<file path="src/rtl/vnd_pkg.sv">
package vnd_pkg;

    // Pair tracker states
    typedef enum logic [1:0] {
        PS_OFF    = 2'd0,
        PS_FIRST  = 2'd1,
        PS_SECOND = 2'd2
    } pair_state_t;

    // Run monitor states
    typedef enum logic {
        RM_EMPTY = 1'b0,
        RM_TRACK = 1'b1
    } run_state_t;

endpackage

</file>
<file path="src/rtl/vnd_sample_timer.sv">
module vnd_sample_timer #(
    parameter int CNT_W   = 32,
    parameter int BYP_MIN = 17
) (
    input  logic             clk,
    input  logic             rst_n,
    input  logic             en,
    input  logic             bypass,
    input  logic [CNT_W-1:0] period,
    output logic             tick
);
    localparam logic [CNT_W-1:0] ONE_P = CNT_W'(1);
    localparam logic [CNT_W-1:0] MIN_P = CNT_W'(BYP_MIN);

    logic [CNT_W-1:0] eff_period;
    logic [CNT_W-1:0] cnt_q;

    // Effective period: 0 acts as 1, bypass enforces the floor
    always_comb begin
        eff_period = (period == '0) ? ONE_P : period;
        if (bypass && (eff_period < MIN_P)) begin
            eff_period = MIN_P;
        end
    end

    assign tick = en && (cnt_q >= (eff_period - ONE_P));

    always_ff @(posedge clk) begin
        if (!rst_n) begin
            cnt_q <= '0;
        end else if (!en || tick) begin
            cnt_q <= '0;
        end else begin
            cnt_q <= cnt_q + ONE_P;
        end
    end

endmodule

</file>
<file path="src/rtl/vnd_pair_fsm.sv">
module vnd_pair_fsm
    import vnd_pkg::*;
(
    input  logic clk,
    input  logic rst_n,
    input  logic en,
    input  logic bypass,
    input  logic tick,
    input  logic sample,
    output logic out_bit,
    output logic out_valid
);
    pair_state_t state_q, state_d;
    logic        first_q;
    logic        take_first;
    logic        take_second;
    logic        take_direct;

    assign take_direct = en && tick && bypass;
    assign take_first  = en && tick && !bypass && (state_q != PS_SECOND);
    assign take_second = en && tick && !bypass && (state_q == PS_SECOND);

    // State register
    always_ff @(posedge clk) begin
        if (!rst_n) begin
            state_q <= PS_OFF;
        end else begin
            state_q <= state_d;
        end
    end

    // Next-state logic
    always_comb begin
        state_d = state_q;
        unique case (state_q)
            PS_OFF, PS_FIRST: begin
                if (!en) begin
                    state_d = PS_OFF;
                end else if (tick && !bypass) begin
                    state_d = PS_SECOND;
                end else begin
                    state_d = PS_FIRST;
                end
            end
            PS_SECOND: begin
                if (!en) begin
                    state_d = PS_OFF;
                end else if (bypass || tick) begin
                    state_d = PS_FIRST;
                end else begin
                    state_d = PS_SECOND;
                end
            end
            default: state_d = PS_OFF;
        endcase
    end

    // Output process
    always_ff @(posedge clk) begin
        if (!rst_n) begin
            first_q   <= 1'b0;
            out_bit   <= 1'b0;
            out_valid <= 1'b0;
        end else begin
            out_valid <= 1'b0;
            if (take_first) begin
                first_q <= sample;
            end
            if (take_direct) begin
                out_valid <= 1'b1;
                out_bit   <= sample;
            end else if (take_second && (sample != first_q)) begin
                out_valid <= 1'b1;
                out_bit   <= first_q;
            end
        end
    end

    // raising bypass abandons a held half-pair
    a_r7_bypass_leaves_second: assert property (@(posedge clk) disable iff (!rst_n)
        (state_q == PS_SECOND && bypass) |=> (state_q != PS_SECOND));

    // dropping enable returns the tracker to PS_OFF
    a_r3_disable_to_off: assert property (@(posedge clk) disable iff (!rst_n)
        !en |=> (state_q == PS_OFF));

endmodule

</file>
<file path="src/rtl/vnd_run_monitor.sv">
module vnd_run_monitor
    import vnd_pkg::*;
#(
    parameter int RUN_LEN = 32
) (
    input  logic clk,
    input  logic rst_n,
    input  logic en,
    input  logic bypass,
    input  logic tick,
    input  logic sample,
    input  logic clr,
    output logic err
);
    localparam int RUN_W = $clog2(RUN_LEN + 1);
    localparam logic [RUN_W-1:0] RUN_MAX = RUN_W'(RUN_LEN);
    localparam logic [RUN_W-1:0] RUN_ONE = RUN_W'(1);

    run_state_t      state_q, state_d;
    logic [RUN_W-1:0] run_q, run_d;
    logic             last_q;
    logic             take;
    logic             set_err;

    assign take = en && tick && !bypass;

    // State register
    always_ff @(posedge clk) begin
        if (!rst_n) begin
            state_q <= RM_EMPTY;
        end else begin
            state_q <= state_d;
        end
    end

    // Next-state and run count
    always_comb begin
        state_d = state_q;
        run_d   = run_q;
        unique case (state_q)
            RM_EMPTY: begin
                if (!en || bypass) begin
                    run_d = '0;
                end else if (tick) begin
                    state_d = RM_TRACK;
                    run_d   = RUN_ONE;
                end
            end
            RM_TRACK: begin
                if (!en || bypass) begin
                    state_d = RM_EMPTY;
                    run_d   = '0;
                end else if (tick) begin
                    if (sample == last_q) begin
                        run_d = (run_q >= RUN_MAX) ? RUN_MAX : run_q + RUN_ONE;
                    end else begin
                        run_d = RUN_ONE;
                    end
                end
            end
            default: begin
                state_d = RM_EMPTY;
                run_d   = '0;
            end
        endcase
    end

    assign set_err = take && (run_d >= RUN_MAX);

    // Output process
    always_ff @(posedge clk) begin
        if (!rst_n) begin
            run_q  <= '0;
            last_q <= 1'b0;
            err    <= 1'b0;
        end else begin
            run_q <= run_d;
            if (take) begin
                last_q <= sample;
            end
            if (set_err) begin
                err <= 1'b1;
            end else if (clr) begin
                err <= 1'b0;
            end
        end
    end

    // the flag rises only with a full run recorded
    a_r9_rise_on_full_run: assert property (@(posedge clk) disable iff (!rst_n)
        $rose(err) |-> (run_q == RUN_MAX));

    // bypass never raises the flag
    a_r10_bypass_no_set: assert property (@(posedge clk) disable iff (!rst_n)
        (!err && bypass) |=> !err);

    // the flag holds without a clear
    a_r11_sticky: assert property (@(posedge clk) disable iff (!rst_n)
        (err && !clr) |=> err);

endmodule

</file>
<file path="src/rtl/vn_debias_sampler.sv">
module vn_debias_sampler #(
    parameter int CNT_W   = 32,
    parameter int RUN_LEN = 32,
    parameter int BYP_MIN = 17
) (
    input  logic             clk,
    input  logic             rst_n,
    input  logic             src_en,
    input  logic [CNT_W-1:0] sample_period,
    input  logic             bypass,
    input  logic             raw_bit,
    input  logic             stuck_clr,
    output logic             out_bit,
    output logic             out_valid,
    output logic             stuck_err
);
    logic tick;

    vnd_sample_timer #(
        .CNT_W   (CNT_W),
        .BYP_MIN (BYP_MIN)
    ) u_timer (
        .clk    (clk),
        .rst_n  (rst_n),
        .en     (src_en),
        .bypass (bypass),
        .period (sample_period),
        .tick   (tick)
    );

    vnd_pair_fsm u_pair (
        .clk       (clk),
        .rst_n     (rst_n),
        .en        (src_en),
        .bypass    (bypass),
        .tick      (tick),
        .sample    (raw_bit),
        .out_bit   (out_bit),
        .out_valid (out_valid)
    );

    vnd_run_monitor #(
        .RUN_LEN (RUN_LEN)
    ) u_run (
        .clk    (clk),
        .rst_n  (rst_n),
        .en     (src_en),
        .bypass (bypass),
        .tick   (tick),
        .sample (raw_bit),
        .clr    (stuck_clr),
        .err    (stuck_err)
    );

    // one-cycle strobe
    a_r6_single_cycle_valid: assert property (@(posedge clk) disable iff (!rst_n)
        out_valid |=> !out_valid);

    // output only follows an enabled cycle
    a_r3_valid_needs_enable: assert property (@(posedge clk) disable iff (!rst_n)
        out_valid |-> $past(src_en));

endmodule

</file>
<file path="config.mk">
export PLATFORM = sky130hd
export DESIGN_NAME = vn_debias_sampler
export DESIGN_NICKNAME = d
export VERILOG_FILES = /design/src/rtl/vnd_pkg.sv /design/src/rtl/vnd_sample_timer.sv /design/src/rtl/vnd_pair_fsm.sv /design/src/rtl/vnd_run_monitor.sv /design/src/rtl/vn_debias_sampler.sv
export SDC_FILE = /design/constraint.sdc
export NUM_CORES = 1
export LEC_CHECK = 0
export ABC_AREA = 1
export BUFFER_PORTS_ARGS = -buffer_cell sky130_fd_sc_hd__buf_2
export CORE_MARGIN = 3
export CORE_UTILIZATION = 40
export CTS_CLUSTER_DIAMETER = 40
export DETAILED_ROUTE_END_ITERATION = 8
export RECOVER_POWER = 100
export SLEW_MARGIN = 20
export SYNTH_ARGS = -nofsm -noshare
export SYNTH_HDL_FRONTEND = slang
export SYNTH_SLANG_ARGS = --single-unit
</file>
<file path="constraint.sdc">
create_clock -name clk -period 4.48 [get_ports clk]
set_input_delay 0.448 -clock clk [delete_from_list [all_inputs] [get_ports clk]]
set_output_delay 0.448 -clock clk [all_outputs]
set_load 0.02 [all_outputs]
</file>
==> results of run 1 <==
==> worst min-delay path: stages <==
cell and delay [ns]:
buf_2 0.11, nand2_1 0.06, inv_1 0.04
==> cells by family (layout without fill, tap and decap cells) <==
group,after synthesis,in the layout,synth area share (%)
compound gates,53,53,6.84
xor+xnor,32,32,6.81
fa+ha+maj,36,36,10.9
buf+inv,103,149,9.94
flops,46,46,22.4
simple gates,383,383,43.1
==> cell usage in the layout (no fill, tap or decap), types with 2 or more instances in the layout <==
master / netlist / final
or3_1: 2 / 2
nand2_1: 151 / 151
buf_2: 3 / 37
nand3b_1: 2 / 2
buf_4: 1 / 4
nand3_1: 45 / 47
or2_2: 6 / 6
clkbuf_1: 1 / 3
nand2_2: 4 / 4
clkbuf_8: 0 / 5
inv_2: 8 / 8
dfxtp_1: 46 / 46
xnor2_1: 9 / 9
inv_1: 87 / 87
ha_1: 36 / 36
nor3b_1: 2 / 2
nor4_1: 12 / 12
nand4_1: 23 / 23
nor3_1: 20 / 20
nor2_4: 5 / 5
nor2_2: 6 / 6
o21a_1: 2 / 2
nor2_1: 95 / 95
a21oi_1: 35 / 35
xor2_1: 23 / 23
o21ai_0: 11 / 11
==> routing by layer <==
metal  up-vias  share of wire (%)
li1       2203                  -
met1      1863                 48
met2        66                 47
met3        10                4.0
met4         0                1.1
met5         -                  0
==> power by group through the flow <==
stage | clock network, mW | logic [mW] | registers, mW
global placement | 0 | 0.123 | 0.421
floorplan | 0 | 0.0713 | 0.420
detailed placement | 0 | 0.124 | 0.421
finish | 0.262 | 0.125 | 0.411
global route | 0.290 | 0.141 | 0.412
CTS | 0.272 | 0.125 | 0.411
==> final cells by class <==
type / count / area share (%)
multi-input combinational: 504 / 60.9
inverter: 96 / 7.90
timing repair buffer: 45 / 5.40
clock buffer: 5 / 1.51
sequential: 46 / 20.2
clock inverter: 3 / 0.466
tap: 133 / 3.65
==> worst max path at each step <==
stage | startpoint | end | slack, ns | cells past startpoint
finish | sample_period[23] | u_timer.cnt_q[20]$_SDFF_PP0_ | 0.57 | 24
global route | sample_period[23] | u_timer.cnt_q[20]$_SDFF_PP0_ | 0.18 | 24
CTS | sample_period[23] | u_timer.cnt_q[3]$_SDFF_PP0_ | 0.70 | 24
detailed placement | sample_period[23] | u_timer.cnt_q[3]$_SDFF_PP0_ | 0.38 | 24
global placement | sample_period[23] | u_timer.cnt_q[20]$_SDFF_PP0_ | 0.41 | 23
floorplan | sample_period[9] | u_timer.cnt_q[28]$_SDFF_PP0_ | 1.07 | 22
==> registers in the layout (all words and copies together), names as in the netlist <==
register and flops:
u_run.last_q 1, u_pair.out_bit 1, u_run.run_q 6, u_pair.out_valid 1, u_run.err 1, u_pair.first_q 1
u_run.state_q 1, u_timer.cnt_q 32, u_pair.state_q 2
==> stage by stage <==
stage / cell area [um2] / setup WS [ns]
finish: 4560 / 0.569
global route: 4560 / 0.176
CTS: 4580 / 0.697
detailed placement: 4490 / 0.378
global placement: 4490 / 0.408
floorplan: 4120 / 1.07
==> impl_metrics.env, run 1 <==
export IMPL_synth_top_area_cell="dfxtp_1"
export IMPL_slew_viol_final=0
export IMPL_cts_resized=0
export IMPL_period_needed_ns=3.91
export IMPL_status="complete, no violations"
export IMPL_internal_power_mw=0.563
export IMPL_stdcell_count=832
export IMPL_io_pins=41
export IMPL_worstMarginPinSlew_ns=0.620
export IMPL_cap_violations=0
export IMPL_synth_common_cells="151 x nand2_1, 95 x nor2_1, 87 x inv_1"
export IMPL_dp_hpwl_mm=9.60
export IMPL_switching_share_pct=29.5
export IMPL_r2r_setup_slack_ns=2.12
export IMPL_fp_dieH_um=107
export IMPL_syn_avg_cell_area_um2=6.31
export IMPL_antenna_cells=0
export IMPL_hold_path_endpoint="u_pair.out_bit$_SDFFE_PN0P_"
export IMPL_synth_edff_count=0
export IMPL_routabilityCongestion=0.887
export IMPL_hold_buffers=0
export IMPL_ys_ff_latch=46
export IMPL_cts_tree="yes"
export IMPL_grt_max_degree=33
export IMPL_postRouteWirelength_mm=11.4
export IMPL_seqCellArea_um2=921
export IMPL_grt_ovfl_total=0
export IMPL_clkTransAtPathRegs_ns=0.09
export IMPL_tns_ns=0
export IMPL_track_usage_pct=20.6
export IMPL_hp_start="rst_n"
export IMPL_pwr_share_comb_pct=15.6
export IMPL_postSynthCellCount=653
export IMPL_slowest_delay_ns=0.35
export IMPL_synthArstFlopShare_pct=0
export IMPL_io_buffers=40
export IMPL_first_global_vias=3972
export IMPL_antenna_found_initial=0
export IMPL_endpoint_kind="flip-flop"
export IMPL_crit_family="simple AND/OR/NAND/NOR gates"
export IMPL_cp_buffers_inverters=3
export IMPL_cts_setup_buffers=0
export IMPL_synth_distinct_cells=40
export IMPL_vdd_ir_drop_max_mv=0.116
export IMPL_grt_setup_unrepaired="false"
export IMPL_period_share_pct=87.3
export IMPL_dp_cells=824
export IMPL_cts_buffers=5
export IMPL_grt_pass1_wl_mm=19.0
export IMPL_antenna_left=0
export IMPL_pwr_share_seq_pct=51.5
export IMPL_reg2reg_from="u_timer.cnt_q[19]$_SDFF_PP0_"
export IMPL_initial_utilization_pct=41.6
export IMPL_fill_cells=1065
export IMPL_clock_latency_ns=0.32
export IMPL_clock_path_buffers=2
export IMPL_post_drt_wl_per_cell_um=13.7
export IMPL_htree_levels=2
export IMPL_required_ns=4.72
export IMPL_hold_depth=3
export IMPL_core_area_um2=9910
export IMPL_dr_total_vias=4142
export IMPL_power_mw=0.798
export IMPL_grt_busiest_layer="met2"
export IMPL_p_sw_mw=0.236
export IMPL_use_met2_pct=35.1
export IMPL_multi_input_area_um2=2780
export IMPL_setup_viol=0
export IMPL_syn_to_final_growth_pct=10.8
export IMPL_cts_sinks=46
export IMPL_slew_headroom_pct=58.3
export IMPL_fmax_ghz=0.256
export IMPL_synth_most_common_cell="nand2_1"
export IMPL_synth_flop_cell="dfxtp_1"
export IMPL_r2r_cells=10
export IMPL_cpMostUsedCell="nand2_1"
export IMPL_firstDrtPassIters=6
export IMPL_drt_iter0_markers=227
export IMPL_synth_area_leaders="dfxtp_1 22%, nand2_1 14%, ha_1 11%"
export IMPL_cp_start_kind="primary input"
export IMPL_grt_use_met1_pct=27.3
export IMPL_yosys_area_top_type_share_pct=22.4
export IMPL_powerDensity_nw_per_um2=175
export IMPL_rr_endpoint="u_timer.cnt_q[20]$_SDFF_PP0_"
export IMPL_worstSetupPathType="primary input to flip-flop"
export IMPL_use_met3_pct=2.58
export IMPL_cp_arrival_ns=4.15
export IMPL_syn_num_nets=727
export IMPL_synth_warning_count=0
export IMPL_cts_root_buf="clkbuf_8"
export IMPL_drive_gt1_share_pct=12.2
export IMPL_clock_power_share_pct=32.8
export IMPL_p_leak_nw=2.02
export IMPL_skew_ns=0.00897
export IMPL_syn_cell_area_um2=4120
export IMPL_core_rowCount=36
export IMPL_dieArea_um2=11500
export IMPL_crit_path_max_fanout=32
export IMPL_synth_seq_area_share_pct=22.4
export IMPL_cp_cell_sequence="buf_2 -> nor2_1 -> nand2_1 -> nor2_2 -> nand3_1 -> nor2_4 -> inv_2 -> nand2_1 -> ha_1 -> nand3b_4 -> nor2_4 -> nand3_1 -> nand2_1 -> nand2_1 -> ha_1 -> nand2_1 -> nor2_1 -> nand2_1 -> nand2_1 -> a21oi_1 -> nand3_1 -> or2_0 -> buf_12 -> nor3b_1"
export IMPL_hold_class="primary input to flip-flop"
export IMPL_cp_slowest_cell="or2_0"
export IMPL_hold_ws_ns=0.363
export IMPL_finalHoldViolations=0
export IMPL_num_nets_final=772
export IMPL_via_per_inst=4.98
export IMPL_fin_util_pct=46.0
export IMPL_drc=0
export IMPL_die_w_um=107
No activity file was read; power rests on OpenSTA's default activity.
==> run 2, diff against run 1 <==
CTS_BUF_LIST = sky130_fd_sc_hd__clkbuf_8 sky130_fd_sc_hd__clkbuf_16   (was not set)
clock period = 4.4 ns   (was 4.48 ns; I/O delays follow)
==> run 2 against run 1 <==
  * Sequential share of layout area hardly changed
  * Combinational power about the same
  * Flip-flop and latch count did not move
  * Total power increased by 3.7%
  * Via count rose by 1.4%
  * Critical path depth up 3
  * Die area did not move
  * Non-clock buffer count unchanged
  * Critical path type unchanged
  * Critical endpoint is now u_run.err$_SDFFE_PN0P_
  * Largest power group unchanged
==> impl_metrics.env, run 2 (synthesis results as in run 1) <==
export IMPL_via_per_inst=5.05
export IMPL_required_ns=4.66
export IMPL_placed_area_um2=4490
export IMPL_hp_start="rst_n"
export IMPL_track_usage_pct=20.3
export IMPL_drive_gt1_share_pct=11.7
export IMPL_dp_slack_ns=0.257
export IMPL_routabilityCongestion=0.903
export IMPL_finalHoldViolations=0
export IMPL_drc=0
export IMPL_slew_headroom_pct=60.4
export IMPL_antenna_found_initial=0
export IMPL_post_drt_wl_per_cell_um=13.7
export IMPL_clkTransAtPathRegs_ns=0.09
export IMPL_postRouteWirelength_mm=11.4
export IMPL_clock_path_buffers=2
export IMPL_cts_tree="yes"
export IMPL_grt_setup_unrepaired="false"
export IMPL_largest_reg_flops=32
export IMPL_grt_ovfl_total=0
export IMPL_dieArea_um2=11500
export IMPL_cts_root_buf="clkbuf_8"
export IMPL_power_mw=0.828
export IMPL_hold_depth=3
export IMPL_grt_max_degree=33
export IMPL_worstMarginPinSlew_ns=0.589
export IMPL_largest_registers="u_timer.cnt_q (32), u_run.run_q (6), u_pair.state_q (2)"
export IMPL_period_needed_ns=3.87
export IMPL_antenna_cells=0
export IMPL_crit_path_max_fanout=13
export IMPL_top_register="u_timer.cnt_q"
export IMPL_dr_total_vias=4202
export IMPL_cp_arrival_ns=4.13
export IMPL_num_nets_final=772
export IMPL_die_w_um=107
export IMPL_io_pins=41
export IMPL_syn_to_final_growth_pct=10.9
export IMPL_fin_area_um2=4570
export IMPL_endpoint_kind="flip-flop"
export IMPL_stdcell_count=832
export IMPL_powerDensity_nw_per_um2=181
export IMPL_initial_utilization_pct=41.6
export IMPL_slew_viol_final=0
export IMPL_fp_dieH_um=107
export IMPL_r2r_cells=12
export IMPL_grt_pass1_wl_mm=19.0
export IMPL_drt_iter0_markers=233
export IMPL_crit_path_start="sample_period[23]"
export IMPL_first_global_vias=3961
export IMPL_clock_latency_ns=0.31
export IMPL_dp_hpwl_mm=9.57
export IMPL_worst_slack_ns=0.530
export IMPL_tns_ns=0
export IMPL_hold_buffers=0
export IMPL_cts_buffers=5
export IMPL_htree_levels=2
export IMPL_cp_start_kind="primary input"
export IMPL_vdd_ir_drop_max_mv=0.109
export IMPL_status="complete, no violations"
export IMPL_r2r_setup_slack_ns=2.11
export IMPL_mostFrequentLayoutCell="nand2_1"
export IMPL_hold_path_endpoint="u_pair.out_bit$_SDFFE_PN0P_"
export IMPL_firstDrtPassIters=4
export IMPL_final_cell_mix="151 x nand2_1, 95 x nor2_1, 89 x inv_1"
export IMPL_rr_endpoint="u_run.err$_SDFFE_PN0P_"
export IMPL_cap_violations=0
export IMPL_worstSetupPathType="primary input to flip-flop"
export IMPL_core_area_um2=9910
export IMPL_hold_class="primary input to flip-flop"
export IMPL_p_leak_nw=2.03
export IMPL_antenna_left=0
export IMPL_fmax_ghz=0.258
export IMPL_cts_resized=0
export IMPL_core_rowCount=36
export IMPL_period_share_pct=88.0
export IMPL_skew_ns=0.0111
export IMPL_dp_cells=824
export IMPL_reg2reg_from="u_timer.cnt_q[29]$_SDFF_PP0_"
export IMPL_io_buffers=40
export IMPL_cts_sinks=46
export IMPL_setup_viol=0
export IMPL_cts_setup_buffers=0
==> run 2: critical path: stages <==
cell	delay [ns]
buf_2	0.12
nor2_1	0.17
nand2_1	0.17
nor2_2	0.15
nand3_2	0.10
nor2_4	0.13
inv_1	0.11
nand2_1	0.08
ha_1	0.23
nand3b_4	0.13
nor2_4	0.28
nand3_1	0.12
nand2_1	0.08
nand2_1	0.08
ha_1	0.28
nand2_1	0.09
nor2_1	0.04
nand2_1	0.06
nand2_1	0.04
a21oi_1	0.25
nand3_2	0.24
nor2_1	0.14
clkbuf_1	0.25
nand2_1	0.08
nand2_1	0.08
nand3_1	0.09
nand2_1	0.07
==> run 2: cell type report <==
class	instances	area [um2]
flip-flops and latches	46	921
clock buffers	6	82.6
well taps	133	166
clock inverters	2	12.5
inverters	96	360
multi-input cells	504	2780
fillers	1091	5340
repair buffers	45	241
==> run 2: worst max-delay path by stage <==
| stage | endpoint |
|---|---|
| after CTS | u_run.last_q$_SDFFE_PN0P_ |
| final | u_run.err$_SDFFE_PN0P_ |
| after global routing | u_run.err$_SDFFE_PN0P_ |
| after detailed placement | u_run.last_q$_SDFFE_PN0P_ |
| after global placement | u_timer.cnt_q[20]$_SDFF_PP0_ |
| after floorplan | u_timer.cnt_q[28]$_SDFF_PP0_ |
==> run 2: per-stage QoR <==
stage	hold WS, ns	utilization (%)
after floorplan	0.448	-
after global placement	0.460	45.3
after detailed placement	0.469	45.3
after CTS	0.353	46.2
after global routing	0.363	46.1
final	0.358	46.1
==> run 2: per-layer routing <==
| metal | share of wire, % | track usage [%] | vias up | routed length (um) |
|---|---|---|---|---|
| met5 | 0 | 0 | - | 0 |
| met1 | 47 | 26.9 | 1904 | 5410 |
| met4 | 1.9 | 6.40 | 0 | 221 |
| met2 | 46 | 34.3 | 82 | 5250 |
| li1 | - | - | 2199 | - |
| met3 | 4.6 | 2.70 | 17 | 519 |
==> run 2: power breakdown <==
group | total (mW) | internal (mW) | switching (mW) | leakage (nW)
sequential | 0.419 | 0.417 | 0.00169 | 0.371
combinational | 0.126 | 0.0432 | 0.0832 | 1.61
clock | 0.283 | 0.128 | 0.155 | 0.0530
==> run 3, diff against run 2 <==
CORE_UTILIZATION = 60   (was 40)
PLACE_DENSITY = 0.81   (was not set)
==> run 3 against run 2 <==
  * Clock-buffer cell count decreased by 1
  * Sequential share of layout area is 0.29 points higher
  * Critical endpoint is now u_timer.cnt_q[28]$_SDFF_PP0_
  * Die area is 32% lower
  * Sequential power is essentially flat
  * Via count is 5.0% higher
  * Largest cell class unchanged
  * Critical path depth shrank 3
  * Worst hold slack improved by 0.033 ns
==> impl_metrics.env, run 3 (synthesis results as in run 1) <==
export IMPL_status="complete, no violations"
export IMPL_num_nets_final=770
export IMPL_io_buffers=40
export IMPL_r2r_cells=9
export IMPL_required_ns=4.59
export IMPL_vdd_ir_drop_max_mv=0.314
export IMPL_post_drt_wl_per_cell_um=14.7
export IMPL_drt_iter0_markers=264
export IMPL_slew_viol_final=0
export IMPL_fin_area_um2=4500
export IMPL_crit_cells=24
export IMPL_htree_levels=2
export IMPL_hold_ws_ns=0.391
export IMPL_worstSetupPathType="primary input to flip-flop"
export IMPL_skew_ns=0.0101
export IMPL_firstDrtPassIters=5
export IMPL_crit_family="simple AND/OR/NAND/NOR gates"
export IMPL_endpoint_kind="flip-flop"
export IMPL_antenna_cells=0
export IMPL_multi_input_area_um2=2780
export IMPL_antenna_left=0
export IMPL_cts_root_buf="clkbuf_8"
export IMPL_clock_latency_ns=0.30
export IMPL_syn_to_final_growth_pct=9.33
export IMPL_io_pins=41
export IMPL_grt_ovfl_total=0
export IMPL_final_cell_mix="151 x nand2_1, 95 x nor2_1, 88 x inv_1"
export IMPL_fill_cells=574
export IMPL_mostFrequentLayoutCell="nand2_1"
export IMPL_dp_hpwl_mm=9.26
export IMPL_antenna_found_initial=0
export IMPL_fmax_ghz=0.258
export IMPL_period_needed_ns=3.88
export IMPL_routabilityCongestion=1.04
export IMPL_dr_wl_met3_um=940
export IMPL_initial_utilization_pct=63.4
export IMPL_slew_headroom_pct=56.5
export IMPL_cap_violations=0
export IMPL_cp_cell_sequence="buf_2 -> nor2_1 -> nand3_1 -> nor3_1 -> nand3_1 -> nor2_4 -> inv_2 -> nand2_1 -> ha_1 -> nand3b_4 -> nor2_4 -> nand3_1 -> nand2_1 -> nand2_1 -> ha_1 -> nand2_1 -> nor2_1 -> nand2_1 -> nor4_1 -> nand2_1 -> nand3_2 -> or2_0 -> buf_12 -> nor3b_1"
export IMPL_wl_met1_mm=4.96
export IMPL_cts_sinks=46
export IMPL_top_register="u_timer.cnt_q"
export IMPL_cts_resized=0
export IMPL_dr_total_vias=4413
export IMPL_slowest_delay_ns=0.33
export IMPL_setup_viol=0
export IMPL_route_met2_wl_mm=5.14
export IMPL_die_w_um=88.8
export IMPL_core_area_um2=6490
export IMPL_cts_setup_buffers=0
export IMPL_via_per_inst=5.70
export IMPL_track_usage_pct=30.8
export IMPL_cts_buffers=5
export IMPL_largest_registers="u_timer.cnt_q (32), u_run.run_q (6), u_pair.state_q (2)"
export IMPL_period_share_pct=88.2
export IMPL_powerDensity_nw_per_um2=191
export IMPL_cp_arrival_ns=4.07
export IMPL_cpMostUsedCell="nand2_1"
export IMPL_dieArea_um2=7890
export IMPL_drc=0
export IMPL_cp_buffers_inverters=3
export IMPL_seqCellArea_um2=921
export IMPL_tns_ns=0
export IMPL_crit_path_max_fanout=32
export IMPL_first_global_vias=4118
export IMPL_hold_depth=3
export IMPL_hold_class="primary input to flip-flop"
export IMPL_placed_area_um2=4400
export IMPL_clkTransAtPathRegs_ns=0.09
export IMPL_fp_dieH_um=88.8
export IMPL_grt_max_degree=33
export IMPL_worstMarginPinSlew_ns=0.647
export IMPL_hold_buffers=0
export IMPL_largest_reg_flops=32
export IMPL_grt_setup_unrepaired="false"
export IMPL_highest_layer="met4"
export IMPL_clock_path_buffers=2
export IMPL_finalHoldViolations=0
export IMPL_core_rowCount=29
export IMPL_cp_start_kind="primary input"
export IMPL_drive_gt1_share_pct=11.9
export IMPL_p_leak_nw=2.03
export IMPL_grt_pass1_wl_mm=19.0
export IMPL_cts_tree="yes"
export IMPL_postRouteWirelength_mm=11.4
export IMPL_cp_slowest_cell="nor4_1"
-- run 3: worst register-to-register path, cell delays in order (launching register included) --
cell	delay (ns)
dfxtp_1	0.46
ha_1	0.30
a21oi_1	0.14
o21a_1	0.12
nand2_1	0.05
a21oi_1	0.20
nand3_2	0.24
or2_0	0.31
buf_12	0.18
nor3b_1	0.21
-- run 3: final timing paths --
path                                     start                      endpoint  slack, ns
setup / recovery             sample_period[28]  u_timer.cnt_q[28]$_SDFF_PP0_       0.52
hold / removal                       stuck_clr        u_run.err$_SDFFE_PN0P_       0.39
setup reg to reg  u_timer.cnt_q[21]$_SDFF_PP0_  u_timer.cnt_q[28]$_SDFF_PP0_       2.11
hold reg to reg       u_run.state_q$_SDFF_PN0_     u_run.run_q[0]$_SDFF_PN0_       0.50
-- run 3: stage by stage --
step	std cells	utilization [%]	power [mW]	setup WS [ns]
6_report	774	69.3	0.858	0.518
2_1_floorplan	653	-	0.501	0.994
5_1_grt	774	69.3	0.893	0.0134
3_5_place_dp	766	67.8	0.553	0.219
4_1_cts	774	69.4	0.855	0.525
3_3_place_gp	766	67.8	0.552	0.300
-- run 3: per-layer routing --
metal	track usage, %	vias up
met5	0	-
met4	11.3	0
met3	3.91	30
met2	50.9	224
met1	40.8	1962
li1	-	2197
-- run 3: layout make-up --
type / instances / share of cell area [%]
clock inverters: 3 / 0.917
inverters: 96 / 8.00
repair buffers: 43 / 5.14
well taps: 77 / 2.14
multi-input cells: 504 / 61.8
flip-flops and latches: 46 / 20.5
clock buffers: 5 / 1.53
-- run 3: where the power goes --
part | switching (mW) | internal, mW | leakage, nW
combinational | 0.0830 | 0.0436 | 1.60
clock | 0.145 | 0.167 | 0.0556
sequential | 0.00191 | 0.417 | 0.371
total | 0.230 | 0.628 | 2.03
